File: src/rtl/lrc_pkg.sv
package lrc_pkg;
    function automatic int unsigned cnt_width(input int unsigned limit);
        return (limit < 2) ? 1 : $clog2(limit);
    endfunction
endpackage

File: src/rtl/lrc_sync.sv
module lrc_sync #(
    parameter int unsigned WIDTH = 1,
    parameter logic [WIDTH-1:0] RST_VAL = '0
) (
    input  logic             clk,
    input  logic             rst_n,
    input  logic [WIDTH-1:0] din,
    output logic [WIDTH-1:0] dout
);
    logic [WIDTH-1:0] meta_q, meta_d;
    logic [WIDTH-1:0] out_q, out_d;

    always_comb begin
        meta_d = din;
        out_d  = meta_q;
    end

    always_ff @(posedge clk or negedge rst_n) begin
        if (!rst_n) begin
            meta_q <= RST_VAL;
            out_q  <= RST_VAL;
        end else begin
            meta_q <= meta_d;
            out_q  <= out_d;
        end
    end

    assign dout = out_q;
endmodule

File: src/rtl/lrc_press_filter.sv
module lrc_press_filter #(
    parameter int unsigned DEB_TICKS = 210
) (
    input  logic clk,
    input  logic rst_n,
    input  logic tick,
    input  logic pressed_raw,
    output logic held
);
    localparam int unsigned DW = lrc_pkg::cnt_width(DEB_TICKS);
    localparam logic [DW-1:0] DEB_LAST = DW'(DEB_TICKS - 1);

    logic          held_q, held_d;
    logic [DW-1:0] gap_q, gap_d;

    always_comb begin
        held_d = held_q;
        gap_d  = gap_q;
        if (pressed_raw) begin
            held_d = 1'b1;
            gap_d  = '0;
        end else if (held_q && tick) begin
            if (gap_q == DEB_LAST) begin
                held_d = 1'b0;
                gap_d  = '0;
            end else begin
                gap_d = gap_q + 1'b1;
            end
        end
    end

    always_ff @(posedge clk or negedge rst_n) begin
        if (!rst_n) begin
            held_q <= 1'b0;
            gap_q  <= '0;
        end else begin
            held_q <= held_d;
            gap_q  <= gap_d;
        end
    end

    assign held = held_q;
endmodule

File: src/rtl/longpress_reset_ctrl.sv
module longpress_reset_ctrl #(
    parameter int unsigned N_SUPPLY    = 2,
    parameter bit          DUAL_BTN    = 1'b1,
    parameter int unsigned SETUP_TICKS = 6720,
    parameter int unsigned RST_TICKS   = 210,
    parameter int unsigned DEB_TICKS   = 210
) (
    input  logic                clk,
    input  logic                rst_n,
    input  logic                tick,
    input  logic [N_SUPPLY-1:0] supply_ok,
    input  logic                btn_a_n,
    input  logic                btn_b_n,
    output logic                rst_out_n,
    output logic                press_irq
);
    localparam int unsigned SW = lrc_pkg::cnt_width(SETUP_TICKS);
    localparam int unsigned RW = lrc_pkg::cnt_width(RST_TICKS);
    localparam logic [SW-1:0] SETUP_LAST = SW'(SETUP_TICKS - 1);
    localparam logic [RW-1:0] RST_LAST   = RW'(RST_TICKS - 1);
    localparam int unsigned SYW = N_SUPPLY + 2;

    typedef struct packed {
        logic          asrt;
        logic [RW-1:0] rcnt;
        logic [SW-1:0] scnt;
        logic          fired;
    } ctrl_t;

    ctrl_t q_q, q_d;

    logic [SYW-1:0]      sync_out;
    logic [N_SUPPLY-1:0] sup_s;
    logic [1:0]          btn_s;
    logic                all_ok_s;
    logic                pressed_raw;
    logic                held;
    logic                fire;
    logic                fired_q;

    lrc_sync #(
        .WIDTH  (SYW),
        .RST_VAL({2'b11, {N_SUPPLY{1'b0}}})
    ) u_sync (
        .clk  (clk),
        .rst_n(rst_n),
        .din  ({btn_b_n, btn_a_n, supply_ok}),
        .dout (sync_out)
    );

    assign sup_s    = sync_out[N_SUPPLY-1:0];
    assign btn_s    = sync_out[SYW-1:N_SUPPLY];
    assign all_ok_s = &sup_s;

    generate
        if (DUAL_BTN) begin : g_dual
            assign pressed_raw = ~btn_s[0] & ~btn_s[1];
        end else begin : g_single
            logic unused_btn_b;
            assign unused_btn_b = btn_s[1];
            assign pressed_raw  = ~btn_s[0];
        end
    endgenerate

    lrc_press_filter #(
        .DEB_TICKS(DEB_TICKS)
    ) u_filter (
        .clk        (clk),
        .rst_n      (rst_n),
        .tick       (tick),
        .pressed_raw(pressed_raw),
        .held       (held)
    );

    assign fire = held && !q_q.fired && tick && (q_q.scnt == SETUP_LAST);

    always_comb begin
        q_d = q_q;
        // setup count for the long press
        if (!held) begin
            q_d.scnt  = '0;
            q_d.fired = 1'b0;
        end else if (!q_q.fired && tick) begin
            if (fire) begin
                q_d.scnt  = '0;
                q_d.fired = 1'b1;
            end else begin
                q_d.scnt = q_q.scnt + 1'b1;
            end
        end
        // reset output: supply hold wins over the manual pulse
        if (!all_ok_s) begin
            q_d.asrt = 1'b1;
            q_d.rcnt = '0;
        end else if (fire) begin
            q_d.asrt = 1'b1;
            q_d.rcnt = '0;
        end else if (q_q.asrt && tick) begin
            if (q_q.rcnt == RST_LAST) begin
                q_d.asrt = 1'b0;
                q_d.rcnt = '0;
            end else begin
                q_d.rcnt = q_q.rcnt + 1'b1;
            end
        end
    end

    always_ff @(posedge clk or negedge rst_n) begin
        if (!rst_n) begin
            q_q.asrt  <= 1'b1;
            q_q.rcnt  <= '0;
            q_q.scnt  <= '0;
            q_q.fired <= 1'b0;
        end else begin
            q_q <= q_d;
        end
    end

    assign fired_q   = q_q.fired;
    assign rst_out_n = ~q_q.asrt;
    assign press_irq = held;
endmodule

File: config.mk
export PLATFORM = sky130hd
export DESIGN_NAME = longpress_reset_ctrl
export DESIGN_NICKNAME = d
export VERILOG_FILES = /design/src/rtl/lrc_pkg.sv /design/src/rtl/lrc_sync.sv /design/src/rtl/lrc_press_filter.sv /design/src/rtl/longpress_reset_ctrl.sv
export SDC_FILE = /design/constraint.sdc
export NUM_CORES = 1
export LEC_CHECK = 0
export BUFFER_PORTS_ARGS = -buffer_cell sky130_fd_sc_hd__buf_2
export CAP_MARGIN = 20
export CELL_PAD_IN_SITES_DETAIL_PLACEMENT = 1
export CELL_PAD_IN_SITES_GLOBAL_PLACEMENT = 1
export CORE_MARGIN = 8
export CORE_UTILIZATION = 51
export CTS_CLUSTER_SIZE = 30
export DETAILED_ROUTE_END_ITERATION = 10
export PLACE_DENSITY_LB_ADDON = 0.1
export SYNTH_ARGS = -nofsm -noshare
export SYNTH_HDL_FRONTEND = slang
export SYNTH_SLANG_ARGS = --single-unit
File: constraint.sdc
create_clock -name clk -period 5.21 [get_ports clk]
set_input_delay 1.042 -clock clk [delete_from_list [all_inputs] [get_ports clk]]
set_output_delay 1.042 -clock clk [all_outputs]
set_load 0.01 [all_outputs]
==> results of run 1 <==
through the flow:
stage          instance area (um^2)  hold slack, ns  utilization  power (mW)
2_1_floorplan                  1960           0.331            -       0.375
3_3_place_gp                   2030           0.332        0.550       0.390
3_5_place_dp                   2030           0.336        0.550       0.395
4_1_cts                        2110           0.355        0.573       0.598
5_1_grt                        2110           0.361        0.573       0.621
6_report                       2110           0.351        0.573       0.591
layout by cell type, fill, tap and decap left out, types with 4 or more instances in the layout:
cell type	count
inv_1	4
ha_1	5
clkbuf_8	5
xor2_1	7
nand4_1	9
dfstp_2	5
a31oi_1	4
xnor2_1	11
nand2_1	21
buf_2	8
dfrtp_1	35
nand3_1	8
a2111oi_0	5
nor2_1	22
a21oi_1	8
state kept, by name (all words and copies together), names as in the netlist:
register        count
fired_q             1
u_filter.gap_q      8
u_sync.dout         4
q_q                22
u_sync.meta_q       4
u_filter.held       1
power breakdown:
group          switching, mW  internal [mW]
logic                 0.0312         0.0170
registers             0.0165          0.324
clock network          0.108         0.0936
total                  0.156          0.434
Yosys cell counts, types with 2 or more instances:
| library cell | number | area share |
|---|---|---|
| a211oi_1 | 3 | 0.011 |
| and4_1 | 3 | 0.013 |
| nand4_1 | 9 | 0.029 |
| inv_1 | 4 | 0.0077 |
| or3b_2 | 2 | 0.0089 |
| nand3_1 | 8 | 0.020 |
| a21oi_1 | 8 | 0.020 |
| buf_2 | 2 | 0.0051 |
| ha_1 | 5 | 0.032 |
| nand2_1 | 21 | 0.040 |
| clkbuf_1 | 3 | 0.0057 |
| xor2_1 | 7 | 0.031 |
| dfrtp_1 | 35 | 0.45 |
| a2111oi_0 | 5 | 0.022 |
| or3_1 | 3 | 0.0096 |
| and3_1 | 3 | 0.0096 |
| a311oi_1 | 3 | 0.013 |
| xnor2_1 | 11 | 0.049 |
| o22ai_1 | 3 | 0.0096 |
| dfstp_2 | 5 | 0.067 |
| nor2_1 | 22 | 0.042 |
| a31oi_1 | 4 | 0.013 |
cells by family (layout without fill, tap and decap cells):
logic type               Yosys count  count (layout)
AO/OA/AOI/OAI                     32              32
XOR/XNOR                          18              18
adder cells (fa/ha/maj)            5               5
buffers and inverters             10              20
flip-flops                        40              40
multiplexers                       1               1
AND/OR/NAND/NOR                   81              81
final cells by class:
| type | instances | area [um^2] |
|---|---|---|
| clock buffer | 6 | 72.6 |
| clock inverter | 2 | 12.5 |
| fill | 415 | 1570 |
| inverter | 4 | 15.0 |
| multi-input combinational | 137 | 907 |
| sequential | 40 | 1010 |
| tap | 48 | 60.1 |
| timing repair buffer | 8 | 40.0 |
routing by layer:
metal  vias up  track usage  part of all wire
met4         0       0.0556             0.017
met5         -            0                 0
met3         9       0.0399             0.026
met2        20        0.265              0.50
li1        692            -                 -
met1       728        0.188              0.45
how the worst min path moves through the flow:
stage / cells after the start / slack [ns] / end
floorplan: 0 / 0.33 / u_sync.dout[0]
global placement: 0 / 0.33 / u_sync.dout[1]
detailed placement: 0 / 0.34 / u_sync.dout[1]
CTS: 0 / 0.35 / u_sync.dout[1]
global route: 0 / 0.36 / u_sync.dout[3]
finish: 0 / 0.35 / u_sync.dout[1]
==> flow_summary.yaml, run 1 <==
status:
  status: "finished, final reports clean"
floorplan:
  coreArea_um2: 3690
  die_h_um: 78.0
  dieArea_um2: 6090
  core.rowCount: 22
  io_pins: 9
  initial_utilization: 0.532
  fp.dieW_um: 78.0
synthesis:
  synth_mux_area_frac: 0.00510
  postSynthAreaPerCell_um2: 10.5
  synth-xor-area-share: 0.0804
  syn-instance-count: 187
  syn-cell-area_um2: 1960
  synthAdderAreaFrac: 0.0319
  synth_top_family_by_area: "simple AND/OR/NAND/NOR gates"
  synth-simple-area-share: 0.228
  synth_compound_area_frac: 0.117
  syn-num-nets: 199
  async_flop_share: 1.00
  yosysWarnings: 0
  synth_edf_count: 0
  yosys.cell_types.count: 40
  ys.flop_type: "dfrtp_1"
  synth-seq-cells: 40
  yosysSeqAreaShare: 0.513
worst_hold_path:
  hold_class: "flop to flop"
  min_from: "u_sync.meta_q[1]"
setup_path:
  crit_type: "flop to output pin"
  crit_fanout: 18
  cp.required_ns: 4.17
  crit_end: "press_irq"
  r2r_end: "q_q[3]"
  r2r-start: "q_q[7]"
  slowest_stage: "dfrtp_1"
  startpoint: "u_filter.held"
  slowest_delay_ns: 0.70
  path_cells: "buf_2"
  crit_path_end_kind: "output pin"
  cp.depth: 1
  r2r_setup_slack_ns: 3.32
  arrival_ns: 1.23
  setup.worst_path.start_class: "flop"
  crit_family: "flip-flops"
  rr_worst_depth: 4
  critPathBufInv: 1
power:
  powerDensity_nw_per_um2: 279
  peakVddDrop_mv: 0.169
  total_leakage_power_nw: 0.904
clocking:
  clock_latency_ns: 0.29
  cts_buffers: 5
  root_buffer: "clkbuf_8"
  clock-sinks: 40
  postCtsHoldBufs: 0
  cts_tree: "done"
  cts_setup_buffers: 0
  cts_resized: 0
  clk_pin_slew_ns: 0.08
  cts_max_level: 2
  clock_path_buffers: 2
grt:
  grt_pass1_vias: 1562
  grt_pass1_wl_mm: 7.73
  grt_usage: 0.156
  grt_overflow_total: 0
  grt_max_degree: 41
  antenna_found_initial: 0
sta:
  fin_skew_ns: 0.00760
  setup_viol: 0
  final_max_slew_viol_count: 0
  period_needed_ns: 2.28
  final.setup.tns_ns: 0
  finalWorstSetupSlack_ns: 2.93
  finalCritPeriodShare: 0.437
  max_freq_mhz: 439
  hold_viol: 0
  slew-limit-headroom: 0.410
  rsz0062_at_grt: "no"
  worstMarginPinSlew_ns: 0.885
place:
  place.gp.congestion: 0.820
  place.port_buffers: 8
  hpwl_mm: 3.00
  place_ws_ns: 2.62
  placed_cells: 237
final_layout:
  diodes: 0
  drive_above_1_share: 0.152
  fin_cells: 245
  num-nets-final: 208
  syn2layout_area_growth_pct: 7.78
detailed_routing:
  antenna_left: 0
  finalWirelength_mm: 4.25
  wl_per_cell_um: 17.3
  drtPass1Iterations: 4
  drt_iter0_drc: 62
  routed_via_density: 5.91
  vias: 1449
  drc_errors: 0
run:
  drv_cap: 0
Note: power is estimated with default switching activity, not from simulation.
==> inputs of run 2 (changes only) <==
Settings changed: CORE_UTILIZATION 51 to 43.
Clock period 5.21 ns to 1.9 ns, I/O delays scaled along.
==> flow_summary.yaml, run 2 (synthesis results as in run 1) <==
final_layout:
  num-nets-final: 219
  final_common_cell: "dfrtp_1"
  diodes: 0
  largest_register_ffs: 22
  regArea_um2: 1010
  syn2layout_area_growth_pct: 12.6
  nFillCells: 487
  multi_input_area_um2: 910
  drive_above_1_share: 0.192
  final_cell_mix: "dfrtp_1 (35), nor2_1 (22), nand2_1 (21)"
  top_regs: "q_q (22), u_filter.gap_q (8)"
  fin_cells: 260
  top_register: "q_q"
setup_path:
  path_cells: "or4b_4 -> nor4_4 -> nand3b_4 -> a211oi_1"
  slowest_delay_ns: 0.55
  cp.required_ns: 2.07
  setup.worst_path.start_class: "flop"
  critPathBufInv: 0
  crit_path_end_kind: "flop"
  crit_type: "flop to flop"
  crit_family: "simple AND/OR/NAND/NOR gates"
  slowest_stage: "or4b_4"
  arrival_ns: 1.98
  crit_fanout: 9
floorplan:
  die_h_um: 83.5
  io_pins: 9
  core.rowCount: 24
  dieArea_um2: 6980
  coreArea_um2: 4380
  initial_utilization: 0.447
  fp.dieW_um: 83.5
run:
  drv_cap: 0
place:
  hpwl_mm: 3.02
  place.port_buffers: 8
  placed_cells: 252
  place.gp.congestion: 0.892
sta:
  finalCritPeriodShare: 0.955
  hold_viol: 0
  rsz0062_at_grt: "yes"
  max_freq_mhz: 551
  worstMarginPinSlew_ns: 0.600
  period_needed_ns: 1.81
  setup_viol: 0
  fin_skew_ns: 0.0102
  final.setup.tns_ns: 0
  final_max_slew_viol_count: 0
  slew-limit-headroom: 0.600
detailed_routing:
  vias: 1463
  drc_errors: 0
  routed_via_density: 5.63
  drt_iter0_drc: 52
  drtPass1Iterations: 4
  finalWirelength_mm: 4.15
  antenna_left: 0
  wl_per_cell_um: 16.0
grt:
  grt_pass1_vias: 1473
  grt_usage: 0.126
  antenna_found_initial: 0
  grt_overflow_total: 0
  grt_max_degree: 41
  grt_pass1_wl_mm: 7.26
clocking:
  cts_buffers: 5
  cts_max_level: 2
  clk_pin_slew_ns: 0.08
  cts_tree: "done"
  clock_path_buffers: 2
  root_buffer: "clkbuf_8"
  clock-sinks: 40
  clock_latency_ns: 0.30
status:
  status: "finished, final reports clean"
power:
  peakVddDrop_mv: 0.341
  powerDensity_nw_per_um2: 752
  power_mw: 1.66
  total_leakage_power_nw: 0.965
worst_hold_path:
  hold_class: "input pin to async pin"
run 2: final cells by class:
type / instances / share of cell area
clock buffers: 8 / 0.0408
inverters: 4 / 0.00680
multi-input cells: 137 / 0.412
flip-flops and latches: 40 / 0.456
well taps: 52 / 0.0294
repair buffers: 19 / 0.0555
run 2: worst reg2reg max path: stages (launching register included):
cell and delay [ns]:
dfrtp_1 0.43, or4b_4 0.55, nor4_4 0.37, nand3b_4 0.27, a211oi_1 0.08
run 2: timing repair:
action / in CTS / in global routing
endpoints found under the hold margin: 0 / 0
endpoints found under the setup margin: 0 / 11
gates resized for setup: 0 / 1
buffers inserted: 0 / 0
hold buffers: 0 / 0
run 2: worst paths after layout:
check,cells after the start,startpoint,slack [ns],end
min in group clk,1,btn_b_n,0.17,u_sync.meta_q[3]
min reg2reg,0,u_sync.meta_q[2],0.35,u_sync.dout[2]
max in group asynchronous,2,rst_n,1.40,u_sync.dout[3]
max reg2reg,4,q_q[7],0.09,q_q[18]
min,2,rst_n,0.12,q_q[21]
max,4,q_q[7],0.09,q_q[18]
run 2: report_power, final:
part | total [mW] | leakage (nW) | internal [mW] | switching, mW
clock | 0.584 | 0.0455 | 0.296 | 0.288
sequential | 0.925 | 0.525 | 0.888 | 0.0369
combinational | 0.153 | 0.394 | 0.0611 | 0.0918
run 2: per-layer routing:
metal | vias up | share of wire | track usage
met3 | 10 | 0.031 | 0.0410
met1 | 720 | 0.45 | 0.148
li1 | 712 | - | -
met2 | 21 | 0.49 | 0.204
met4 | 0 | 0.022 | 0.0549
met5 | - | 0 | 0
run 2: through the flow:
stage / hold slack, ns / utilization / setup WS (ns) / area (um^2)
3_5_place_dp: 0.342 / 0.483 / 0.0597 / 2120
6_report: 0.124 / 0.504 / 0.0854 / 2210
4_1_cts: 0.146 / 0.503 / 0.0501 / 2210
2_1_floorplan: 0.0844 / - / 0.213 / 1960
3_3_place_gp: 0.334 / 0.483 / 0.140 / 2120
5_1_grt: 0.156 / 0.504 / -0.00730 / 2210
==> inputs of run 3 (changes only) <==
==> constraint.sdc (replaced) <==
create_clock -name clk -period 1.9 [get_ports clk]
set_input_delay 0 -clock clk [delete_from_list [all_inputs] [get_ports clk]]
set_output_delay 0 -clock clk [all_outputs]
set_load 0.01 [all_outputs]
==> flow_summary.yaml, run 3 (synthesis results as in run 1) <==
status:
  status: "finished, final reports clean"
setup_path:
  rr_worst_depth: 4
  crit_type: "flop to flop"
  setup.worst_path.start_class: "flop"
  crit_fanout: 11
  cp.required_ns: 2.08
  crit_path_end_kind: "flop"
  arrival_ns: 1.96
sta:
  worstMarginPinSlew_ns: 0.875
  final_max_slew_viol_count: 0
  slew-limit-headroom: 0.417
  period_needed_ns: 1.79
  finalCritPeriodShare: 0.941
  finalWorstSetupSlack_ns: 0.112
  hold_viol: 0
  setup_viol: 0
  max_freq_mhz: 559
  final.setup.tns_ns: 0
  rsz0062_at_grt: "no"
  fin_skew_ns: 0.00981
detailed_routing:
  vias: 1472
  routed_via_density: 5.66
  drt_iter0_drc: 46
  drtPass1Iterations: 4
  antenna_left: 0
  finalWirelength_mm: 4.29
  drc_errors: 0
  wl_per_cell_um: 16.5
clocking:
  cts_max_level: 2
  clk_pin_slew_ns: 0.08
  clock-sinks: 40
  cts_tree: "done"
  cts_buffers: 5
  clock_path_buffers: 2
  clock_latency_ns: 0.30
  root_buffer: "clkbuf_8"
floorplan:
  die_h_um: 83.5
  initial_utilization: 0.447
  io_pins: 9
  fp.dieW_um: 83.5
  core.rowCount: 24
  coreArea_um2: 4380
  dieArea_um2: 6980
worst_hold_path:
  hold_class: "input pin to flop"
  hold_depth: 3
final_layout:
  drive_above_1_share: 0.178
  diodes: 0
  top_register: "q_q"
  final_area_um2: 2260
  syn2layout_area_growth_pct: 15.1
  final_cell_mix: "dfrtp_1 (35), nor2_1 (22), nand2_1 (21)"
  final_common_cell: "dfrtp_1"
  top_regs: "q_q (22), u_filter.gap_q (8)"
  num-nets-final: 219
  largest_register_ffs: 22
power:
  peakVddDrop_mv: 0.368
  total_leakage_power_nw: 0.979
  powerDensity_nw_per_um2: 810
place:
  place.gp.congestion: 0.898
  place.port_buffers: 8
  placedInstanceArea_um2: 2080
  hpwl_mm: 3.07
  place_ws_ns: 0.0693
grt:
  grt_max_degree: 41
  grt_pass1_wl_mm: 7.61
  grt_pass1_vias: 1642
  grt_overflow_total: 0
  grt_usage: 0.130
  antenna_found_initial: 0
run:
  drv_cap: 0
## run 3: cell count changes in the layout (fill, tap and decap cells not counted), sizes merged
cell | before | now
dlygate4sd3 | 0 | 5
bufinv | 0 | 1
buf | 19 | 14
clkbuf | 8 | 7
## run 3: per-stage QoR
step                      total power [mW]  hold slack [ns]  std cells   util
after global routing                  1.92           0.0624        260  0.515
after CTS                             1.86           0.0549        260  0.515
after global placement                1.08            0.104        247  0.474
after detailed placement              1.09            0.106        247  0.474
after floorplan                       1.03           -0.296        187      -
final                                 1.83           0.0575        260  0.515
## run 3: layout make-up
type,instances,area [um^2]
flip-flops and latches,40,1010
inverters,4,15.0
clock buffers,7,96.3
multi-input cells,137,910
repair buffers,19,135
well taps,52,65.1
fillers,498,2130
clock inverters,1,30.0
## run 3: timing repair
| item | in CTS | in global routing |
|---|---|---|
| gates resized for setup | 0 | 1 |
| hold buffers | 5 | 0 |
| endpoints found under the setup margin | 0 | 11 |
| hold endpoints to repair | 39 | 0 |
| setup buffers | 0 | 0 |
## run 3: power breakdown
group	leakage [nW]	switching [mW]	internal (mW)
logic	0.390	0.0882	0.0621
registers	0.525	0.0422	0.888
clock network	0.0645	0.286	0.463
## run 3: worst paths after layout
check,start,slack (ns),endpoint
min in group asynchronous,rst_n,0.35,q_q[21]
worst min-delay path,tick,0.06,q_q[22]
max in group asynchronous,rst_n,0.99,q_q[8]
worst max-delay path,q_q[7],0.11,q_q[4]
worst max register to register,q_q[7],0.11,q_q[4]
worst min register to register,u_sync.meta_q[0],0.35,u_sync.dout[0]
## run 3: metal layers
| metal | global-route usage | routed length, um | share of wire |
|---|---|---|---|
| met5 | 0 | 0 | 0 |
| met4 | 0.0487 | 48 | 0.011 |
| met3 | 0.0371 | 124 | 0.029 |
| met2 | 0.228 | 2190 | 0.51 |
| met1 | 0.145 | 1920 | 0.45 |
## run 3: critical path, cell delays in order (launching register included)
cell	delay (ns)
dfrtp_1	0.43
or4b_4	0.54
nor4_4	0.36
or2b_4	0.26
nor2_1	0.07
